--- src/rtl/f2i_pkg.sv ---
package f2i_pkg;
    localparam int SIG_W   = 53;           // hidden bit + widest mantissa
    localparam int FRAC_W  = SIG_W - 1;
    localparam int INT_W   = 64;           // long destination
    localparam int WORD_W  = 32;           // word destination
    localparam int UEXP_W  = 12;           // unbiased exponent, signed
    localparam int SP_EXP  = 8;
    localparam int SP_MAN  = 23;
    localparam int DP_EXP  = 11;
    localparam int DP_MAN  = 52;

    typedef enum logic [1:0] {
        RM_NEAR = 2'd0,
        RM_ZERO = 2'd1,
        RM_POS  = 2'd2,
        RM_NEG  = 2'd3
    } rmode_e;

    typedef enum logic [2:0] {
        CL_NUM,
        CL_ZERO,
        CL_DENORM,
        CL_SNAN,
        CL_QNAN,
        CL_INF
    } fclass_e;

    typedef struct packed {
        logic                     valid;
        logic                     sign;
        logic signed [UEXP_W-1:0] uexp;
        logic [SIG_W-1:0]         sig;
        fclass_e                  cls;
        rmode_e                   mode;
        logic                     dst_long;
    } stage1_t;

    typedef struct packed {
        logic             done;
        logic [INT_W-1:0] result;
        logic             inexact;
        logic             invalid;
        logic             unimpl;
    } stage2_t;
endpackage

--- src/rtl/f2i_unpack.sv ---
module f2i_unpack
    import f2i_pkg::*;
#(
    parameter int EXP_BITS = 8,
    parameter int MAN_BITS = 23
) (
    input  logic [EXP_BITS+MAN_BITS:0] bits_i,
    output logic                       sign_o,
    output logic signed [UEXP_W-1:0]   uexp_o,
    output logic [SIG_W-1:0]           sig_o,
    output fclass_e                    cls_o
);
    localparam int BIAS = (1 << (EXP_BITS - 1)) - 1;
    localparam int PAD  = SIG_W - 1 - MAN_BITS;

    logic [EXP_BITS-1:0] exp_f;
    logic [MAN_BITS-1:0] man_f;
    logic [SIG_W-1:0]    sig_raw;

    always_comb begin
        exp_f   = bits_i[EXP_BITS+MAN_BITS-1:MAN_BITS];
        man_f   = bits_i[MAN_BITS-1:0];
        sign_o  = bits_i[EXP_BITS+MAN_BITS];
        sig_raw = SIG_W'({1'b1, man_f});
        sig_o   = sig_raw << PAD;
        uexp_o  = $signed(UEXP_W'(exp_f)) - $signed(UEXP_W'(BIAS));
        cls_o   = CL_NUM;
        if (exp_f == '0) begin
            sig_o  = '0;
            uexp_o = '0;
            cls_o  = (man_f == '0) ? CL_ZERO : CL_DENORM;
        end else if (exp_f == '1) begin
            if (man_f == '0)             cls_o = CL_INF;
            else if (man_f[MAN_BITS-1])  cls_o = CL_QNAN;
            else                         cls_o = CL_SNAN;
        end
    end
endmodule

--- src/rtl/f2i_round.sv ---
module f2i_round
    import f2i_pkg::*;
#(
    parameter int OUT_W  = 64,
    parameter int NARROW = 32,
    parameter int SW     = 53
) (
    input  logic                     sign_i,
    input  logic signed [UEXP_W-1:0] uexp_i,
    input  logic [SW-1:0]            sig_i,
    input  rmode_e                   mode_i,
    input  logic                     dst_long_i,
    output logic [OUT_W-1:0]         res_o,
    output logic                     inexact_o,
    output logic                     range_err_o
);
    localparam int FW     = SW - 1;
    localparam int SH_W   = $clog2(OUT_W);
    localparam int WIDE_W = FW + OUT_W;
    localparam int MAG_W  = OUT_W + 1;

    logic [WIDE_W-1:0] wide;
    logic [OUT_W-1:0]  ipart;
    logic              guard, sticky, inc, too_big;
    logic [MAG_W-1:0]  mag, half, limit;

    always_comb begin
        wide    = WIDE_W'(sig_i) << uexp_i[SH_W-1:0];
        too_big = uexp_i > $signed(UEXP_W'(OUT_W - 1));
        if (uexp_i < 0) begin
            ipart  = '0;
            guard  = (uexp_i == -$signed(UEXP_W'(1)));
            sticky = guard ? (|sig_i[FW-1:0]) : 1'b1;
        end else begin
            ipart  = wide[WIDE_W-1:FW];
            guard  = wide[FW-1];
            sticky = |wide[FW-2:0];
        end
        unique case (mode_i)
            RM_NEAR: inc = guard & (sticky | ipart[0]);
            RM_ZERO: inc = 1'b0;
            RM_POS:  inc = ~sign_i & (guard | sticky);
            RM_NEG:  inc = sign_i & (guard | sticky);
            default: inc = 1'b0;
        endcase
        mag         = {1'b0, ipart} + MAG_W'(inc);
        half        = MAG_W'(1) << (dst_long_i ? (OUT_W - 1) : (NARROW - 1));
        limit       = sign_i ? half : (half - MAG_W'(1));
        range_err_o = too_big | (mag > limit);
        inexact_o   = guard | sticky;
        res_o       = sign_i ? (~mag[OUT_W-1:0] + OUT_W'(1)) : mag[OUT_W-1:0];
    end
endmodule

--- src/rtl/f2i_conv.sv ---
module f2i_conv
    import f2i_pkg::*;
(
    input  logic        clk,
    input  logic        rst_n,
    input  logic        start_i,
    input  logic        src_dbl_i,
    input  logic        dst_long_i,
    input  logic [1:0]  glob_mode_i,
    input  logic        ovr_valid_i,
    input  logic [1:0]  ovr_mode_i,
    input  logic [63:0] operand_i,
    output logic        done_o,
    output logic [63:0] result_o,
    output logic        inexact_o,
    output logic        invalid_o,
    output logic        unimpl_o
);
    localparam int SP_W = SP_EXP + SP_MAN + 1;
    localparam int DP_W = DP_EXP + DP_MAN + 1;

    // per-format decoders, one instance per source format
    logic                     fmt_sign [2];
    logic signed [UEXP_W-1:0] fmt_uexp [2];
    logic [SIG_W-1:0]         fmt_sig  [2];
    fclass_e                  fmt_cls  [2];

    for (genvar g = 0; g < 2; g++) begin : g_fmt
        localparam int EB = (g == 0) ? SP_EXP : DP_EXP;
        localparam int MB = (g == 0) ? SP_MAN : DP_MAN;
        f2i_unpack #(.EXP_BITS(EB), .MAN_BITS(MB)) u_unpack (
            .bits_i (operand_i[EB+MB:0]),
            .sign_o (fmt_sign[g]),
            .uexp_o (fmt_uexp[g]),
            .sig_o  (fmt_sig[g]),
            .cls_o  (fmt_cls[g])
        );
    end

    stage1_t s1_d, s1_q;
    stage2_t s2_d, s2_q;

    logic [INT_W-1:0] rnd_res;
    logic             rnd_inexact, rnd_range_err;

    f2i_round #(.OUT_W(INT_W), .NARROW(WORD_W), .SW(SIG_W)) u_round (
        .sign_i      (s1_q.sign),
        .uexp_i      (s1_q.uexp),
        .sig_i       (s1_q.sig),
        .mode_i      (s1_q.mode),
        .dst_long_i  (s1_q.dst_long),
        .res_o       (rnd_res),
        .inexact_o   (rnd_inexact),
        .range_err_o (rnd_range_err)
    );

    always_comb begin
        logic sel;
        logic refuse, bad_val;
        sel   = src_dbl_i;
        s1_d  = s1_q;
        s1_d.valid = start_i;
        if (start_i) begin
            s1_d.sign     = fmt_sign[sel];
            s1_d.uexp     = fmt_uexp[sel];
            s1_d.sig      = fmt_sig[sel];
            s1_d.cls      = fmt_cls[sel];
            s1_d.mode     = rmode_e'(ovr_valid_i ? ovr_mode_i : glob_mode_i);
            s1_d.dst_long = dst_long_i;
        end

        s2_d      = s2_q;
        s2_d.done = s1_q.valid;
        bad_val   = (s1_q.cls == CL_QNAN) || (s1_q.cls == CL_INF) ||
                    ((s1_q.cls == CL_NUM) && rnd_range_err);
        refuse    = bad_val || (s1_q.cls == CL_DENORM) || (s1_q.cls == CL_SNAN);
        if (s1_q.valid) begin
            s2_d.unimpl  = refuse;
            s2_d.invalid = bad_val;
            s2_d.inexact = ~refuse & rnd_inexact;
            if (!refuse) s2_d.result = rnd_res;
        end
    end

    always_ff @(posedge clk or negedge rst_n) begin
        if (!rst_n) begin
            s1_q <= '0;
            s2_q <= '0;
        end else begin
            s1_q <= s1_d;
            s2_q <= s2_d;
        end
    end

    assign done_o    = s2_q.done;
    assign result_o  = s2_q.result;
    assign inexact_o = s2_q.inexact;
    assign invalid_o = s2_q.invalid;
    assign unimpl_o  = s2_q.unimpl;
endmodule

--- config.mk ---
export PLATFORM = sky130hd
export DESIGN_NAME = f2i_conv
export DESIGN_NICKNAME = d
export VERILOG_FILES = /design/src/rtl/f2i_pkg.sv /design/src/rtl/f2i_unpack.sv /design/src/rtl/f2i_round.sv /design/src/rtl/f2i_conv.sv
export SDC_FILE = /design/constraint.sdc
export NUM_CORES = 1
export LEC_CHECK = 0
export ABC_CLOCK_PERIOD_IN_PS = 7400
export BUFFER_PORTS_ARGS = -buffer_cell sky130_fd_sc_hd__buf_2
export CAP_MARGIN = 15
export CORE_MARGIN = 2
export CORE_UTILIZATION = 40
export CTS_CLUSTER_SIZE = 12
export DETAILED_ROUTE_END_ITERATION = 6
export GPL_TIMING_DRIVEN = 0
export REMOVE_ABC_BUFFERS = 1
export SLEW_MARGIN = 20
export SYNTH_ARGS = -nofsm -noshare
export SYNTH_HDL_FRONTEND = slang
export SYNTH_HIERARCHICAL = 1
export SYNTH_SLANG_ARGS = --single-unit
--- constraint.sdc ---
create_clock -name clk -period 7.4 [get_ports clk]
set_input_delay 1.11 -clock clk [delete_from_list [all_inputs] [get_ports clk]]
set_output_delay 1.11 -clock clk [all_outputs]
set_load 0.005 [all_outputs]
==> results.md <==
- The minimum period implied by the final worst setup slack is 8.45 ns.
- The total instance count after detailed placement is 2889.
- The depth of the most critical reg-to-reg path is 41.
- The clock arrives with 0.0214 ns of skew.
- In this run the static leakage power is 9.43 nW.
- Summing over every cut layer, the via total after detailed routing is 20012.
- The worst path required time is 7.80 ns.
- The clock passes through at most 2 buffers.
- The clock root buffer is sky130_fd_sc_hd__clkbuf_16.
- The routed length per placed instance is 27.8 µm.
- The initial antenna violation count is 0.
- The final reports fail on setup timing.
- The most used flip-flop cell after synthesis is sky130_fd_sc_hd__dfrtp_1.
- The layout cell share with drive strength beyond 1 is 29.6%.
- In this run the horizontal extent of the chip is 222 µm.
- The count of cells in the finished layout, fillers not included, comes to 3043.
- The aggregate global routing overflow is 0.
- The area growth from synthesis to layout is 21.1%.
- Yosys mapped a number of flops with a built-in enable equal to 0.
- The detailed router put a total of 34.1 mm of wire on met1.
- The met2 routed wirelength is 38.5 mm.
- In this run the most critical hold path is launched from unimpl_o.
- The element type at the critical path start is a flip-flop.
- The number of library cell types mapped by synthesis is 122.
- The number of global-route vias before repair is 19097.
- The mapped netlist covers 19100 µm².
- The TritonCTS buffer count is 17.
- The setup TNS is -64.87 ns.
- Synthesis handed over a netlist of 2281 instances.
- The hold path endpoint is unimpl_o.
- The CTS tree is done.
- The final instance area is 23100 µm².
- The proportion of synthesized chip area in sequential cells is 18.5%.
- The final-report max-slew violation count is 0.
- The first global-routing pass estimated 125 mm of wire.
- The total met3 wirelength after detailed routing is 6.41 mm.
- Entering global routing, the biggest net connects 91 pins.
- The critical-path maximum fanout is 6.
- The die height is 222 µm.
- The largest total area in the synthesized netlist belongs to sky130_fd_sc_hd__dfrtp_1.
- Dividing total power by cell area gives a power density of 242 nW/µm².
- The critical path arrival is 8.85 ns.
- Buffers inserted to repair hold after CTS numbered 0.
- The number of top-level pins is 142.
- The residual DRC count is 0.
- The number of routed nets with antenna violations is 0.
- The count of H-tree levels built during CTS is 4.
- The standard cell with the maximum stage delay on the critical path is sky130_fd_sc_hd__or4_4.
- The flop and latch count out of synthesis is 141.
- In this run the worst hold path is classified as reg -> reg.
- The layout has 4599 filler cells.
- Cells fill 48.7% of the core in the end.
- The final clock period utilization by the worst path is 114%.
- The worst setup path is of the reg -> reg kind.
- The commonest non-fill, non-tap cell in the layout is sky130_fd_sc_hd__nand2_1.
- After clock tree synthesis, the clock-pin slew on the worst setup and hold paths is 0.06 ns.
- The run finished, with violations left.
- Static timing analysis puts the maximum clock frequency at 118 MHz.
- The worst setup margin is -1.05 ns.
- The total power consumption of the routed design is 5.58 mW.
- The latest clock arrival within the worst-skew pair is 0.49 ns.
- The floorplan step defined a die boundary enclosing 49400 µm².
- Counting instances, the worst hold path has a depth of 1.
- The endpoint of the lowest-slack register-to-register path is result_o[59].
- Wires add up to 84.6 mm.
- The number of nets in the layout is 2547.
- The count of endpoints failing setup in the final report is 67.
- For this run, the slowest stage of the critical path takes 0.63 ns.
- The area of placed instances is 20000 µm².
- Dividing the detail-routed via count by the number of cells gives 6.58.
- The worst setup path is captured at a flip-flop.
- The number of placement rows is 80.
- After synthesis, the mean cell area works out to 8.36 µm².
- Across all register-to-register paths, the minimum setup slack is -1.05 ns.
- The effective utilization at floorplan is 40.2%.
- The floorplan step defined a core boundary enclosing 47400 µm².
- IR analysis of the VDD net gives a maximum drop of 0.000118 V.
- Across every metal layer, demand over resource in global routing totals 33.3%.
- The number of hold violations in the final report is 0.
- The synthesized design devotes to its leading area cell type 18.5% of total area.
- The number of sinks on the clock net is 141.
- Leaving out fill and tap cells, the most frequent cells in the layout are 247 x sky130_fd_sc_hd__nand2_1, 181 x sky130_fd_sc_hd__nor2_1, 140 x sky130_fd_sc_hd__buf_2.
- Setup repair after global routing could not meet its margin everywhere.
- In this run the tool buffered the top-level ports with 141 buffer cells.
- In the post-synthesis netlist, the biggest area contributors are sky130_fd_sc_hd__dfrtp_1 19%, sky130_fd_sc_hd__mux2i_1 7.3%, sky130_fd_sc_hd__mux4_2 6.5%.
- The number of warnings printed during yosys synthesis is 6.
- The async set or reset register ratio after synthesis is 100%.
- After detailed routing, no signal wire sits above met4.
- The worst slew margin relative to its limit is 19.7%.
- The transition at the pin with the smallest max-transition slack is 1.19 ns.
- The starting DRC count in detailed routing is 1870.
- The max-cap check violation count is 0.
- The final estimated routing congestion in global placement is 1.04.
- Summed over all nets, the half-perimeter wirelength after detailed placement is 59.8 mm.
- For this run, the detailed router's first-pass iteration total came to 6.
- The startpoint identified for the worst register-to-register timing path is s1_q[59].
power by group:
part,switching [mW],internal (mW),leakage (nW)
sequential,0.215,0.967,1.65
clock,0.394,0.566,0.306
combinational,2.01,1.43,7.47
total,2.62,2.96,9.43
flip-flops by register name (all words and copies together), names as in the netlist:
register	cells
done_o	1
inexact_o	1
invalid_o	1
result_o	64
s1_q	73
unimpl_o	1
per-layer routing:
metal  vias up  GRT usage (%)
met5         -              0
met4         0           18.7
met3       270           6.19
met2      1091           53.6
met1      9798           42.0
li1       8853              -
metrics by stage:
step | hold WS (ns) | worst slack (ns)
after floorplan | 0.493 | -5.58
after global placement | 0.488 | -10.80
after detailed placement | 0.494 | -3.75
after CTS | 0.509 | -1.17
after global routing | 0.526 | -1.38
final | 0.508 | -1.05
cell type report:
type,count,area [µm²],area share (%)
inverters,31,156,0.677
repair buffers,282,2560,11.1
diodes,1,2.50,0.0108
well taps,615,769,3.33
flip-flops and latches,141,3550,15.4
clock inverters,13,188,0.813
multi-input cells,1939,15400,66.7
repair inverters,2,13.8,0.0596
clock buffers,19,433,1.88
synthesized netlist by cell type, drive strengths merged (6+ instances only):
cell type  instances
a22o               9
a21o              19
o31ai             31
a221oi            11
xnor2             91
a211oi            23
a222oi             6
a22oi             17
nor2b             21
nand4             44
o41ai              8
inv               31
nor4b             12
dfrtp            141
buf              124
xor2              30
or2               18
nand2b            28
a211o              7
mux4              58
and4               8
nor4              60
a31oi             20
or3               20
and3              23
nor3              59
a32oi              7
mux2              59
or4               16
o22ai            104
nand2            256
o21a              12
clkbuf            74
o21ai             58
or4b               6
mux2i            140
and2              98
a2111oi            6
a21oi            119
nor2             190
nand3             49
ha                59
o211ai            19
timing repair:
action | CTS | global route
pin swaps | 64 | 57
resized for setup | 157 | 79
endpoints found under the setup margin | 67 | 67
cloned | 14 | 7
buffers inserted | 76 | 27
cell families (layout without fill, tap and decap cells):
group	after synthesis	after routing	share of synthesized area, %
buf+inv	229	347	6.71
xor+xnor	121	121	5.56
compound gates	546	546	21.7
flops	141	141	18.5
other cells	1	30	0.0197
simple gates	926	926	25.9
fa+ha+maj	60	60	3.92
mux	257	257	17.7
worst max-delay path by stage:
stage | startpoint | endpoint | slack (ns) | cells past startpoint
floorplan | s1_q[59] | result_o[38] | -5.58 | 36
global route | s1_q[59] | result_o[59] | -1.38 | 41
CTS | s1_q[59] | result_o[44] | -1.17 | 42
finish | s1_q[59] | result_o[59] | -1.05 | 41
global placement | s1_q[59] | result_o[55] | -10.80 | 35
detailed placement | s1_q[60] | result_o[48] | -3.75 | 40
worst max-delay path: cells and delay by family, from the launching register on:
family	cells	cell delay, ns
xor gates and xnor gates	1	0.10
and+or+nand+nor	15	2.46
muxes	3	1.07
buffers and inverters	6	0.87
DFF	1	0.54
AOI/OAI and AO/OA	14	2.82
adders and majority gates	2	0.49
No activity file was read; power rests on OpenSTA's default activity.
